$ cat src/rtl/wuart_pkg.sv
package wuart_pkg;
  localparam int unsigned OVS = 16;

  typedef enum logic [1:0] {
    RX_IDLE,
    RX_START,
    RX_DATA,
    RX_STOP
  } rx_state_t;

  function automatic logic vote3(input logic a, input logic b, input logic c);
    return (a & b) | (a & c) | (b & c);
  endfunction
endpackage

$ cat src/rtl/wuart_fifo.sv
module wuart_fifo #(
  parameter int unsigned W     = 9,
  parameter int unsigned DEPTH = 4
) (
  input  logic         clk,
  input  logic         rst,
  input  logic         push,
  input  logic [W-1:0] wdata,
  input  logic         pop,
  output logic [W-1:0] rdata,
  output logic         empty,
  output logic         full
);
  localparam int unsigned AW = (DEPTH > 1) ? $clog2(DEPTH) : 1;
  localparam int unsigned CW = $clog2(DEPTH + 1);

  logic [W-1:0]  mem [DEPTH];
  logic [AW-1:0] wr_ptr, rd_ptr;
  logic [CW-1:0] count;
  logic          do_wr, do_rd;

  assign empty = (count == '0);
  assign full  = (count == CW'(DEPTH));
  assign do_wr = push & ~full;
  assign do_rd = pop & ~empty;
  assign rdata = mem[rd_ptr];

  function automatic logic [AW-1:0] bump(input logic [AW-1:0] p);
    return (p == AW'(DEPTH - 1)) ? '0 : p + AW'(1);
  endfunction

  always_ff @(posedge clk) begin
    if (do_wr) mem[wr_ptr] <= wdata;
  end

  always_ff @(posedge clk) begin
    if (rst) begin
      wr_ptr <= '0;
      rd_ptr <= '0;
      count  <= '0;
    end else begin
      if (do_wr) wr_ptr <= bump(wr_ptr);
      if (do_rd) rd_ptr <= bump(rd_ptr);
      case ({do_wr, do_rd})
        2'b10:   count <= count + CW'(1);
        2'b01:   count <= count - CW'(1);
        default: count <= count;
      endcase
    end
  end

  // a write into a full queue leaves the fill level unchanged
  p_no_overflow_r3: assert property (@(posedge clk) disable iff (rst)
    (full && push && !pop) |=> (count == $past(count)));
endmodule

$ cat src/rtl/wuart_tx.sv
module wuart_tx (
  input  logic       clk,
  input  logic       rst,
  input  logic       tick,
  input  logic       nine,
  input  logic       has_data,
  input  logic [8:0] data,
  output logic       pop,
  output logic       ser_out,
  output logic       busy
);
  import wuart_pkg::*;

  logic [10:0] sh;
  logic [3:0]  sub;
  logic [3:0]  bit_idx;
  logic [3:0]  last_bit;

  assign last_bit = nine ? 4'd10 : 4'd9;
  assign pop      = tick & ~busy & has_data;

  always_ff @(posedge clk) begin
    if (rst) begin
      busy    <= 1'b0;
      sh      <= '1;
      sub     <= '0;
      bit_idx <= '0;
      ser_out <= 1'b1;
    end else if (tick) begin
      if (!busy) begin
        if (has_data) begin
          busy    <= 1'b1;
          sub     <= '0;
          bit_idx <= '0;
          ser_out <= 1'b0;
          sh      <= nine ? {1'b1, data, 1'b0} : {2'b11, data[7:0], 1'b0};
        end
      end else begin
        sub <= sub + 4'd1;
        if (sub == 4'(OVS - 1)) begin
          if (bit_idx == last_bit) begin
            busy    <= 1'b0;
            ser_out <= 1'b1;
          end else begin
            sh      <= {1'b1, sh[10:1]};
            bit_idx <= bit_idx + 4'd1;
            ser_out <= sh[1];
          end
        end
      end
    end
  end

  // the bit index never runs past the stop bit of the frame
  p_bit_index_r2: assert property (@(posedge clk) disable iff (rst)
    busy |-> (bit_idx <= last_bit));
endmodule

$ cat src/rtl/wuart_rx.sv
module wuart_rx (
  input  logic       clk,
  input  logic       rst,
  input  logic       tick,
  input  logic       nine,
  input  logic       line,
  output logic       done,
  output logic       stop_ok,
  output logic [8:0] data
);
  import wuart_pkg::*;

  rx_state_t  state;
  logic [3:0] sub;
  logic [3:0] cnt;
  logic [3:0] nbits;
  logic       s7, s8, v;
  logic [8:0] sh;

  assign nbits = nine ? 4'd9 : 4'd8;
  assign v     = vote3(s7, s8, line);

  always_ff @(posedge clk) begin
    if (rst) begin
      state   <= RX_IDLE;
      sub     <= '0;
      cnt     <= '0;
      s7      <= 1'b1;
      s8      <= 1'b1;
      sh      <= '0;
      done    <= 1'b0;
      stop_ok <= 1'b1;
      data    <= '0;
    end else begin
      done <= 1'b0;
      if (tick) begin
        if (state == RX_IDLE) begin
          if (!line) begin
            state <= RX_START;
            sub   <= 4'd1;
          end
        end else begin
          sub <= sub + 4'd1;
          if (sub == 4'd7) s7 <= line;
          if (sub == 4'd8) s8 <= line;
          if (sub == 4'd9) begin
            case (state)
              RX_START: if (v) state <= RX_IDLE;
              RX_DATA: begin
                sh  <= nine ? {v, sh[8:1]} : {1'b0, v, sh[7:1]};
                cnt <= cnt + 4'd1;
              end
              RX_STOP: begin
                done    <= 1'b1;
                stop_ok <= v;
                data    <= sh;
                state   <= RX_IDLE;
              end
              default: ;
            endcase
          end
          if (sub == 4'(OVS - 1)) begin
            if (state == RX_START) begin
              state <= RX_DATA;
              cnt   <= '0;
            end else if (state == RX_DATA && cnt == nbits) begin
              state <= RX_STOP;
            end
          end
        end
      end
    end
  end

  // a frame completion is a single-cycle event
  p_done_pulse_r6: assert property (@(posedge clk) disable iff (rst)
    done |=> !done);
endmodule

$ cat src/rtl/wuart_wake.sv
module wuart_wake (
  input  logic clk,
  input  logic rst,
  input  logic tick,
  input  logic nine,
  input  logic mode_addr,
  input  logic sleep_req,
  input  logic line,
  input  logic frame_done,
  input  logic frame_msb,
  output logic asleep,
  output logic accept
);
  import wuart_pkg::*;

  localparam int unsigned IW = $clog2(OVS * 11 + 1);

  logic [IW-1:0] idle_cnt;
  logic [IW-1:0] idle_thr;

  assign idle_thr = nine ? IW'(OVS * 11) : IW'(OVS * 10);
  assign accept   = frame_done & (~asleep | (mode_addr & frame_msb));

  always_ff @(posedge clk) begin
    if (rst) begin
      asleep   <= 1'b0;
      idle_cnt <= '0;
    end else if (sleep_req) begin
      asleep   <= 1'b1;
      idle_cnt <= '0;
    end else if (asleep) begin
      if (mode_addr) begin
        idle_cnt <= '0;
        if (frame_done && frame_msb) asleep <= 1'b0;
      end else if (!line) begin
        idle_cnt <= '0;
      end else if (tick) begin
        if (idle_cnt == idle_thr - IW'(1)) begin
          asleep   <= 1'b0;
          idle_cnt <= '0;
        end else begin
          idle_cnt <= idle_cnt + IW'(1);
        end
      end
    end else begin
      idle_cnt <= '0;
    end
  end

  // a data frame (bit 8 clear) never wakes a receiver in address mode
  p_addr_wake_r9: assert property (@(posedge clk) disable iff (rst)
    (asleep && mode_addr && frame_done && !frame_msb && !sleep_req) |=> asleep);
endmodule

$ cat src/rtl/wake_uart.sv
module wake_uart #(
  parameter int unsigned DEPTH       = 4,
  parameter int unsigned DIV_W       = 16,
  parameter int unsigned SYNC_STAGES = 2
) (
  input  logic             clk,
  input  logic             rst,
  input  logic [DIV_W-1:0] baud_div,
  input  logic             nine_bit,
  input  logic             wake_addr,
  input  logic             single_wire,
  input  logic             echo_ignore,
  input  logic             sleep_req,
  input  logic             err_clr,
  input  logic [8:0]       tx_data,
  input  logic             tx_push,
  output logic             tx_empty,
  output logic             tx_full,
  input  logic             rx_pop,
  output logic [8:0]       rx_data,
  output logic             rx_avail,
  output logic             asleep,
  output logic             frame_err,
  output logic             overrun,
  input  logic             ser_in,
  output logic             ser_out,
  output logic             tx_oe
);
  localparam int unsigned FW = 9;

  logic [DIV_W-1:0]       div_cnt;
  logic                   tick;
  logic [SYNC_STAGES-1:0] sync_q;
  logic                   nine_eff;
  logic                   rx_line;

  logic [FW-1:0] txq_data;
  logic          txq_empty, txq_pop, tx_busy;
  logic [FW-1:0] rx_word;
  logic          rx_done, rx_stop_ok, rx_accept, rxq_empty, rxq_full;

  assign nine_eff = nine_bit | wake_addr;
  assign tick     = (div_cnt == baud_div);

  always_ff @(posedge clk) begin
    if (rst || tick) div_cnt <= '0;
    else             div_cnt <= div_cnt + DIV_W'(1);
  end

  always_ff @(posedge clk) begin
    if (rst) sync_q <= '1;
    else     sync_q <= {sync_q[SYNC_STAGES-2:0], ser_in};
  end

  assign rx_line = (single_wire && echo_ignore && tx_busy) ? 1'b1 : sync_q[SYNC_STAGES-1];

  wuart_fifo #(.W(FW), .DEPTH(DEPTH)) u_txq (
    .clk(clk), .rst(rst), .push(tx_push), .wdata(tx_data), .pop(txq_pop),
    .rdata(txq_data), .empty(txq_empty), .full(tx_full)
  );

  wuart_tx u_tx (
    .clk(clk), .rst(rst), .tick(tick), .nine(nine_eff), .has_data(~txq_empty),
    .data(txq_data), .pop(txq_pop), .ser_out(ser_out), .busy(tx_busy)
  );

  wuart_rx u_rx (
    .clk(clk), .rst(rst), .tick(tick), .nine(nine_eff), .line(rx_line),
    .done(rx_done), .stop_ok(rx_stop_ok), .data(rx_word)
  );

  wuart_wake u_wake (
    .clk(clk), .rst(rst), .tick(tick), .nine(nine_eff), .mode_addr(wake_addr),
    .sleep_req(sleep_req), .line(rx_line), .frame_done(rx_done),
    .frame_msb(rx_word[FW-1]), .asleep(asleep), .accept(rx_accept)
  );

  wuart_fifo #(.W(FW), .DEPTH(DEPTH)) u_rxq (
    .clk(clk), .rst(rst), .push(rx_accept), .wdata(rx_word), .pop(rx_pop),
    .rdata(rx_data), .empty(rxq_empty), .full(rxq_full)
  );

  always_ff @(posedge clk) begin
    if (rst || err_clr) begin
      frame_err <= 1'b0;
      overrun   <= 1'b0;
    end else begin
      if (rx_accept && !rx_stop_ok) frame_err <= 1'b1;
      if (rx_accept && rxq_full)    overrun   <= 1'b1;
    end
  end

  assign tx_empty = txq_empty;
  assign rx_avail = ~rxq_empty;
  assign tx_oe    = ~single_wire | tx_busy;

  // with the driver released the transmitter rests at the idle level
  p_released_idle_r10: assert property (@(posedge clk) disable iff (rst)
    (single_wire && !tx_oe) |-> ser_out);
endmodule

$ cat config.mk
export PLATFORM = sky130hd
export DESIGN_NAME = wake_uart
export DESIGN_NICKNAME = d
export VERILOG_FILES = /design/src/rtl/wuart_pkg.sv /design/src/rtl/wuart_fifo.sv /design/src/rtl/wuart_tx.sv /design/src/rtl/wuart_rx.sv /design/src/rtl/wuart_wake.sv /design/src/rtl/wake_uart.sv
export SDC_FILE = /design/constraint.sdc
export NUM_CORES = 1
export LEC_CHECK = 0
export ABC_CLOCK_PERIOD_IN_PS = 10550
export BUFFER_PORTS_ARGS = -buffer_cell sky130_fd_sc_hd__buf_2
export CELL_PAD_IN_SITES_DETAIL_PLACEMENT = 2
export CELL_PAD_IN_SITES_GLOBAL_PLACEMENT = 2
export CORE_ASPECT_RATIO = 0.8
export CORE_MARGIN = 2
export CORE_UTILIZATION = 46
export CTS_BUF_LIST = sky130_fd_sc_hd__clkbuf_4 sky130_fd_sc_hd__clkbuf_8
export CTS_CLUSTER_SIZE = 14
export DETAILED_ROUTE_END_ITERATION = 6
export GPL_TIMING_DRIVEN = 0
export PLACE_DENSITY = 0.87
export SYNTH_ARGS = -nofsm -noshare
export SYNTH_HDL_FRONTEND = slang
export SYNTH_HIERARCHICAL = 1
export SYNTH_SLANG_ARGS = --single-unit
$ cat constraint.sdc
create_clock -name clk -period 10.55 [get_ports clk]
set_input_delay 0.5275 -clock clk [delete_from_list [all_inputs] [get_ports clk]]
set_output_delay 0.5275 -clock clk [all_outputs]
set_load 0.05 [all_outputs]
==> flow_summary.ini, run 1 <==
[critical_path]
cp-end-kind = register
r2r_slack_ns = 6.62
cp_cell_sequence = clkbuf_1, xnor2_1, nand4_1, nor4_2, and3b_1, o31ai_1, inv_1, ha_1, inv_1, fa_1, xor2_1, or3_2, a21oi_1
startpoint_type = register
cpMostUsedCell = inv_1
reg2reg_to = u_txq/count[2]
crit_required_ns = 10.94
path_buf_inv = 3
timing.rr.start = div_cnt[11]
criticalPathCategory = register to register
crit_path_max_fanout = 8
arrival_ns = 4.32
slowest_stage = nor4_2
slowest_delay_ns = 0.77
crit_family = simple AND/OR/NAND/NOR gates
worstRegToRegCells = 13

[timing]
post-route-min-period_ns = 3.93
hold_viol_final = 0
setup_viol = 0
fin_crit_sh = 0.373
skew_ns = 0.0182
rsz0062_at_grt = no
fmax_mhz = 254
finalMaxSlewViolations = 0
worstMarginPinSlew_ns = 0.931
maxSlewHeadroom = 0.374
setup_tns_ns = 0
holdWs_ns = 0.228

[floorplanning]
core_mm2 = 0.0159
start_util = 0.472
rows = 41
fp.dieW_um = 147
ioPinCount = 53
fp.dieH_um = 118
die_area_mm2 = 0.0173

[clock_tree]
path_clk_slew_ns = 0.10
cts_tree = done
cts-root-buf = clkbuf_8
numCtsBuffers = 17
post_cts_resized = 0
postCtsSetupBuffers = 0
clkSinkCount = 170
cts_hold_buf = 0
htreeDepth = 4
cts_buffer_depth = 2
clkLatencyLatePin_ns = 0.47

[routing]
drt_first_pass_iters = 4
vias_per_cell = 5.50
drt-initial-drc-count = 190
wl_per_cell_um = 22.0
drc = 0
num_vias = 5098
routed_wl_um = 20400
ant_nets = 0

[final_layout]
final_cell_mix = dfxtp_1 (98), nor2_1 (81), edfxtp_1 (72), buf_2 (58), mux2i_1 (33)
final_net_count = 757
final_common_cell = dfxtp_1
final_cells = 927
final.fill_count = 1532
drive_above_1_share = 0.215
n_antenna_cell = 0
fin_util = 0.533
layout-area-overhead-vs-synth_pct = 13.0

[pwr]
p_per_area_mw_per_mm2 = 149
fin_total_pwr_mw = 1.26
peakVddDrop_uv = 128
p_leak_nw = 3.09

[synthesis]
synth-edff-count = 72
synth.avg_cell_area_um2 = 11.9
synth_warnings = 6
syn-num-nets = 684
synth_cells = 626
seq_area_frac_synth = 0.552
synth_seq_cells = 170
synth_ff_type = dfxtp_1
synthesis.area_mm2 = 0.00748
synth_cell_type_count = 69
postSynth.asyncResetShare = 0

[placement]
placed_cells_incl_taps = 894
numPortBuffers = 52
dpl.hpwl_um = 14200
place.gp.congestion = 0.792

[global_routing]
grt_pass1_vias = 5798
overflow = 0
use_met3 = 0.0457
grt_pass1_wl_um = 32900
met2_usage = 0.458
grt_use_total = 0.250
grt_use_met1 = 0.300
antenna_found_initial = 0
grt_busiest_layer = met2
grt_max_degree = 17

[run_status]
status = finished clean

[hold_path]
whs_path_depth = 2
min-delay-start = err_clr
hold-path-endpoint = frame_err
min_path_type = input port to register

[flow_run]
max_cap_violations = 0
through the flow:
| step | setup WS (ns) | instance area [um^2] |
|---|---|---|
| final | 6.62 | 8450 |
| after global routing | 6.34 | 8450 |
| after CTS | 6.63 | 8440 |
| after detailed placement | 6.64 | 8020 |
| after global placement | 5.49 | 8010 |
| after floorplan | 6.74 | 7480 |
report_power, final:
part | switching [mW] | internal [mW] | leakage, nW | total, mW
combinational | 0.0345 | 0.0212 | 1.33 | 0.0558
clock | 0.261 | 0.243 | 0.218 | 0.504
sequential | 0.00494 | 0.691 | 1.54 | 0.696
total | 0.300 | 0.955 | 3.09 | 1.26
cell type report:
| cell class | count | area, um^2 | share of cell area |
|---|---|---|---|
| Clock inverter | 14 | 183 | 0.0216 |
| Timing Repair Buffer | 54 | 273 | 0.0323 |
| Inverter | 29 | 109 | 0.0129 |
| Clock buffer | 18 | 241 | 0.0286 |
| Multi-Input combinational cell | 398 | 3080 | 0.364 |
| Sequential cell | 170 | 4120 | 0.488 |
| Tap cell | 215 | 269 | 0.0318 |
| Buffer | 29 | 174 | 0.0206 |
worst max path at each step:
| stage | startpoint | to | slack, ns | cells past startpoint |
|---|---|---|---|---|
| 6_report | div_cnt[11] | u_txq/count[2] | 6.62 | 13 |
| 5_1_grt | div_cnt[11] | u_txq/count[2] | 6.34 | 13 |
| 4_1_cts | div_cnt[11] | u_txq/count[2] | 6.63 | 13 |
| 3_5_place_dp | baud_div[10] | u_txq/count[2] | 6.64 | 13 |
| 3_3_place_gp | baud_div[5] | u_txq/count[2] | 5.49 | 13 |
| 2_1_floorplan | baud_div[5] | u_txq/count[2] | 6.74 | 12 |
cell usage after synthesis (3+ instances only):
master    instances  area share
ha_1             20       0.033
nand2b_1          7      0.0059
xor2_1           11       0.013
or2_2             3      0.0025
clkbuf_1         11      0.0055
o21ai_0          10      0.0067
nand3_1          17       0.011
and3_2            6      0.0060
a21o_1            3      0.0030
a21oi_1          22       0.015
xnor2_1          32       0.037
nand4b_1          3      0.0035
mux4_2           18       0.054
and3_1            5      0.0042
edfxtp_1         72        0.29
nor2b_1          10      0.0084
buf_6             6      0.0090
inv_1            29       0.015
nor2_1           81       0.041
buf_2             5      0.0033
or3b_1            3      0.0035
a211oi_1         11       0.011
nand4_1           8      0.0067
nand2_1          18      0.0090
mux2i_1          33       0.044
dfxtp_1          98        0.26
buf_4             3      0.0030
nand3b_1          4      0.0040
nor4_1            5      0.0042
nor3_1           16       0.011
routing by layer:
| layer | wire length (um) | up-vias |
|---|---|---|
| met3 | 497 | 21 |
| met1 | 8620 | 2616 |
| met5 | 0 | - |
| met2 | 11000 | 68 |
| li1 | - | 2393 |
| met4 | 253 | 0 |
worst reg2reg max path: stages (launching register included):
cell and delay (ns):
dfxtp_1 0.36, clkbuf_1 0.33, xnor2_1 0.18, nand4_1 0.26
nor4_2 0.77, and3b_1 0.36, o31ai_1 0.17, inv_1 0.10
ha_1 0.18, inv_1 0.06, fa_1 0.37, xor2_1 0.16
or3_2 0.40, a21oi_1 0.15
registers in the layout, summed over array words and instances (netlist names), 4 cells and up, named ones only:
signal	cells
u_rxq/mem	36
u_tx/sh	9
u_rx/sub	4
u_txq/mem	36
u_rx/cnt	4
u_rx/data	9
u_tx/sub	4
u_wake/idle_cnt	8
u_rx/sh	9
u_tx/bit_idx	4
div_cnt	16
logic make-up (layout without fill, tap and decap cells):
kind of cell    Yosys count  count (layout)  synth area share
mux                      52              52            0.0999
compound gates           74              74            0.0748
flops                   170             170             0.552
fa+ha+maj                23              23            0.0402
simple gates            205             205             0.143
buf+inv                  58             144            0.0378
xor+xnor                 44              44            0.0526
(Power assumes the default switching activity.)
==> run 2: changes to the inputs <==
--- a/config.mk
+++ b/config.mk
@@ -5,18 +5,18 @@
 export SDC_FILE = /design/constraint.sdc
 export NUM_CORES = 1
 export LEC_CHECK = 0
-export ABC_CLOCK_PERIOD_IN_PS = 10550
+export ABC_CLOCK_PERIOD_IN_PS = 3400
 export BUFFER_PORTS_ARGS = -buffer_cell sky130_fd_sc_hd__buf_2
 export CELL_PAD_IN_SITES_DETAIL_PLACEMENT = 2
 export CELL_PAD_IN_SITES_GLOBAL_PLACEMENT = 2
 export CORE_ASPECT_RATIO = 0.8
 export CORE_MARGIN = 2
-export CORE_UTILIZATION = 46
+export CORE_UTILIZATION = 39
 export CTS_BUF_LIST = sky130_fd_sc_hd__clkbuf_4 sky130_fd_sc_hd__clkbuf_8
 export CTS_CLUSTER_SIZE = 14
 export DETAILED_ROUTE_END_ITERATION = 6
 export GPL_TIMING_DRIVEN = 0
-export PLACE_DENSITY = 0.87
+export PLACE_DENSITY = 0.79
 export SYNTH_ARGS = -nofsm -noshare
 export SYNTH_HDL_FRONTEND = slang
 export SYNTH_HIERARCHICAL = 1
==> constraint.sdc (replaced) <==
create_clock -name clk -period 3.4 [get_ports clk]
set_input_delay 0.17 -clock clk [delete_from_list [all_inputs] [get_ports clk]]
set_output_delay 0.17 -clock clk [all_outputs]
set_load 0.05 [all_outputs]
==> flow_summary.ini, run 2 (synthesis gave the netlist of run 1 again) <==
[run_status]
status = finished clean

[clock_tree]
cts_tree = done
cts-root-buf = clkbuf_8
htreeDepth = 4
clkSinkCount = 170
numCtsBuffers = 17
path_clk_slew_ns = 0.11
clkLatencyLatePin_ns = 0.47
cts_buffer_depth = 2

[global_routing]
grt_pass1_wl_um = 29900
antenna_found_initial = 0
grt_pass1_vias = 5593
grt_use_total = 0.187
grt_max_degree = 20
overflow = 0

[timing]
finalWorstSetupSlack_ns = 0.264
fin_crit_sh = 0.922
worstMarginPinSlew_ns = 0.886
skew_ns = 0.0196
fmax_mhz = 319
setup_viol = 0
hold_viol_final = 0
finalMaxSlewViolations = 0
maxSlewHeadroom = 0.408
holdWs_ns = 0.0372
post-route-min-period_ns = 3.14

[final_layout]
layout-area-overhead-vs-synth_pct = 15.4
drive_above_1_share = 0.213
final_net_count = 767
final.fill_count = 1900
final_common_cell = dfxtp_1
top_regs = u_rxq/mem (36), u_txq/mem (36), div_cnt (16)
n_antenna_cell = 0
final_cell_mix = dfxtp_1 (98), nor2_1 (81), edfxtp_1 (72), buf_2 (57), mux2i_1 (33)

[floorplanning]
die_area_mm2 = 0.0203
fp.dieW_um = 159
fp.dieH_um = 128
rows = 45
ioPinCount = 53
start_util = 0.396
core_mm2 = 0.0189

[flow_run]
max_cap_violations = 0

[routing]
drt_first_pass_iters = 4
wl_per_cell_um = 18.5
drc = 0
ant_nets = 0
drt-initial-drc-count = 184
vias_per_cell = 5.17
routed_wl_um = 18100
num_vias = 5063

[placement]
place.gp.congestion = 0.750
place_ws_ns = -0.338
dpl.hpwl_um = 12700
numPortBuffers = 52

[pwr]
p_int_mw = 2.85
p_per_area_mw_per_mm2 = 447
peakVddDrop_uv = 283
comb_power_share = 0.046
power_frac_seq = 0.560
clkPwrFrac = 0.393
fin_total_pwr_mw = 3.85
switching_power_mw = 0.998
p_leak_nw = 3.15
switching_share = 0.259

[critical_path]
criticalPathCategory = register to register
crit_required_ns = 3.80
arrival_ns = 3.53
cp-end-kind = register
crit_path_max_fanout = 5
startpoint_type = register

[hold_path]
min_path_type = input port to register
[run 2: metrics by stage]
| stage | cells | instance area [um^2] | utilization | setup TNS (ns) |
|---|---|---|---|---|
| final | 980 | 8630 | 0.457 | 0 |
| after global placement | 936 | 8070 | 0.428 | -1.62 |
| after detailed placement | 936 | 8070 | 0.428 | -0.385 |
| after global routing | 980 | 8630 | 0.457 | -0.00213 |
| after CTS | 980 | 8620 | 0.457 | 0 |
| after floorplan | 626 | 7480 | - | 0 |
[run 2: power by group through the flow]
| stage | Clock, mW | Sequential (mW) | Combinational, mW |
|---|---|---|---|
| after floorplan | 0 | 2.20 | 0.101 |
| after global placement | 0 | 2.20 | 0.158 |
| after detailed placement | 0 | 2.21 | 0.171 |
| after CTS | 1.56 | 2.16 | 0.182 |
| after global routing | 1.64 | 2.16 | 0.199 |
| final | 1.51 | 2.16 | 0.179 |
[run 2: repair_timing]
action,4_1_cts,5_1_grt
setup endpoints to repair,2,2
resized for setup,0,1
endpoints found under the hold margin,39,0
buffers inserted,1,1
hold buffers,11,0
pin swaps,1,1
[run 2: layout make-up]
type,instances,area (um^2),share of cell area
well taps,258,323,0.0374
clock buffers,17,234,0.0271
inverters,29,109,0.0126
repair buffers,65,385,0.0447
multi-input cells,398,3080,0.358
flip-flops and latches,170,4120,0.478
clock inverters,15,196,0.0228
plain buffers,28,170,0.0197
[run 2: worst max-delay path, cell delays in order (launching register included)]
cell     delay (ns)
dfxtp_1        0.45
xnor2_1        0.15
nand4_1        0.26
nor4_4         0.39
and3b_1        0.24
o31ai_1        0.15
inv_1          0.09
ha_1           0.19
inv_1          0.06
fa_1           0.37
xor2_1         0.16
or3_2          0.41
a21oi_1        0.15
[run 2: path summary, 6_finish.rpt]
check                  start  cells past startpoint  slack (ns)               to
setup / recovery  div_cnt[2]                     12        0.26   u_txq/count[2]
hold / removal       tx_push                      3        0.04  u_txq/wr_ptr[1]
setup reg to reg  div_cnt[2]                     12        0.26   u_txq/count[2]
hold reg to reg    sync_q[0]                      1        0.43        sync_q[1]
[run 2: metal layers]
metal	vias up	part of all wire	wire length, um	track usage
met4	0	0.0098	177	0.0491
li1	2405	-	-	-
met5	-	0	0	0
met3	18	0.023	423	0.0369
met2	58	0.52	9400	0.341
met1	2582	0.45	8130	0.228
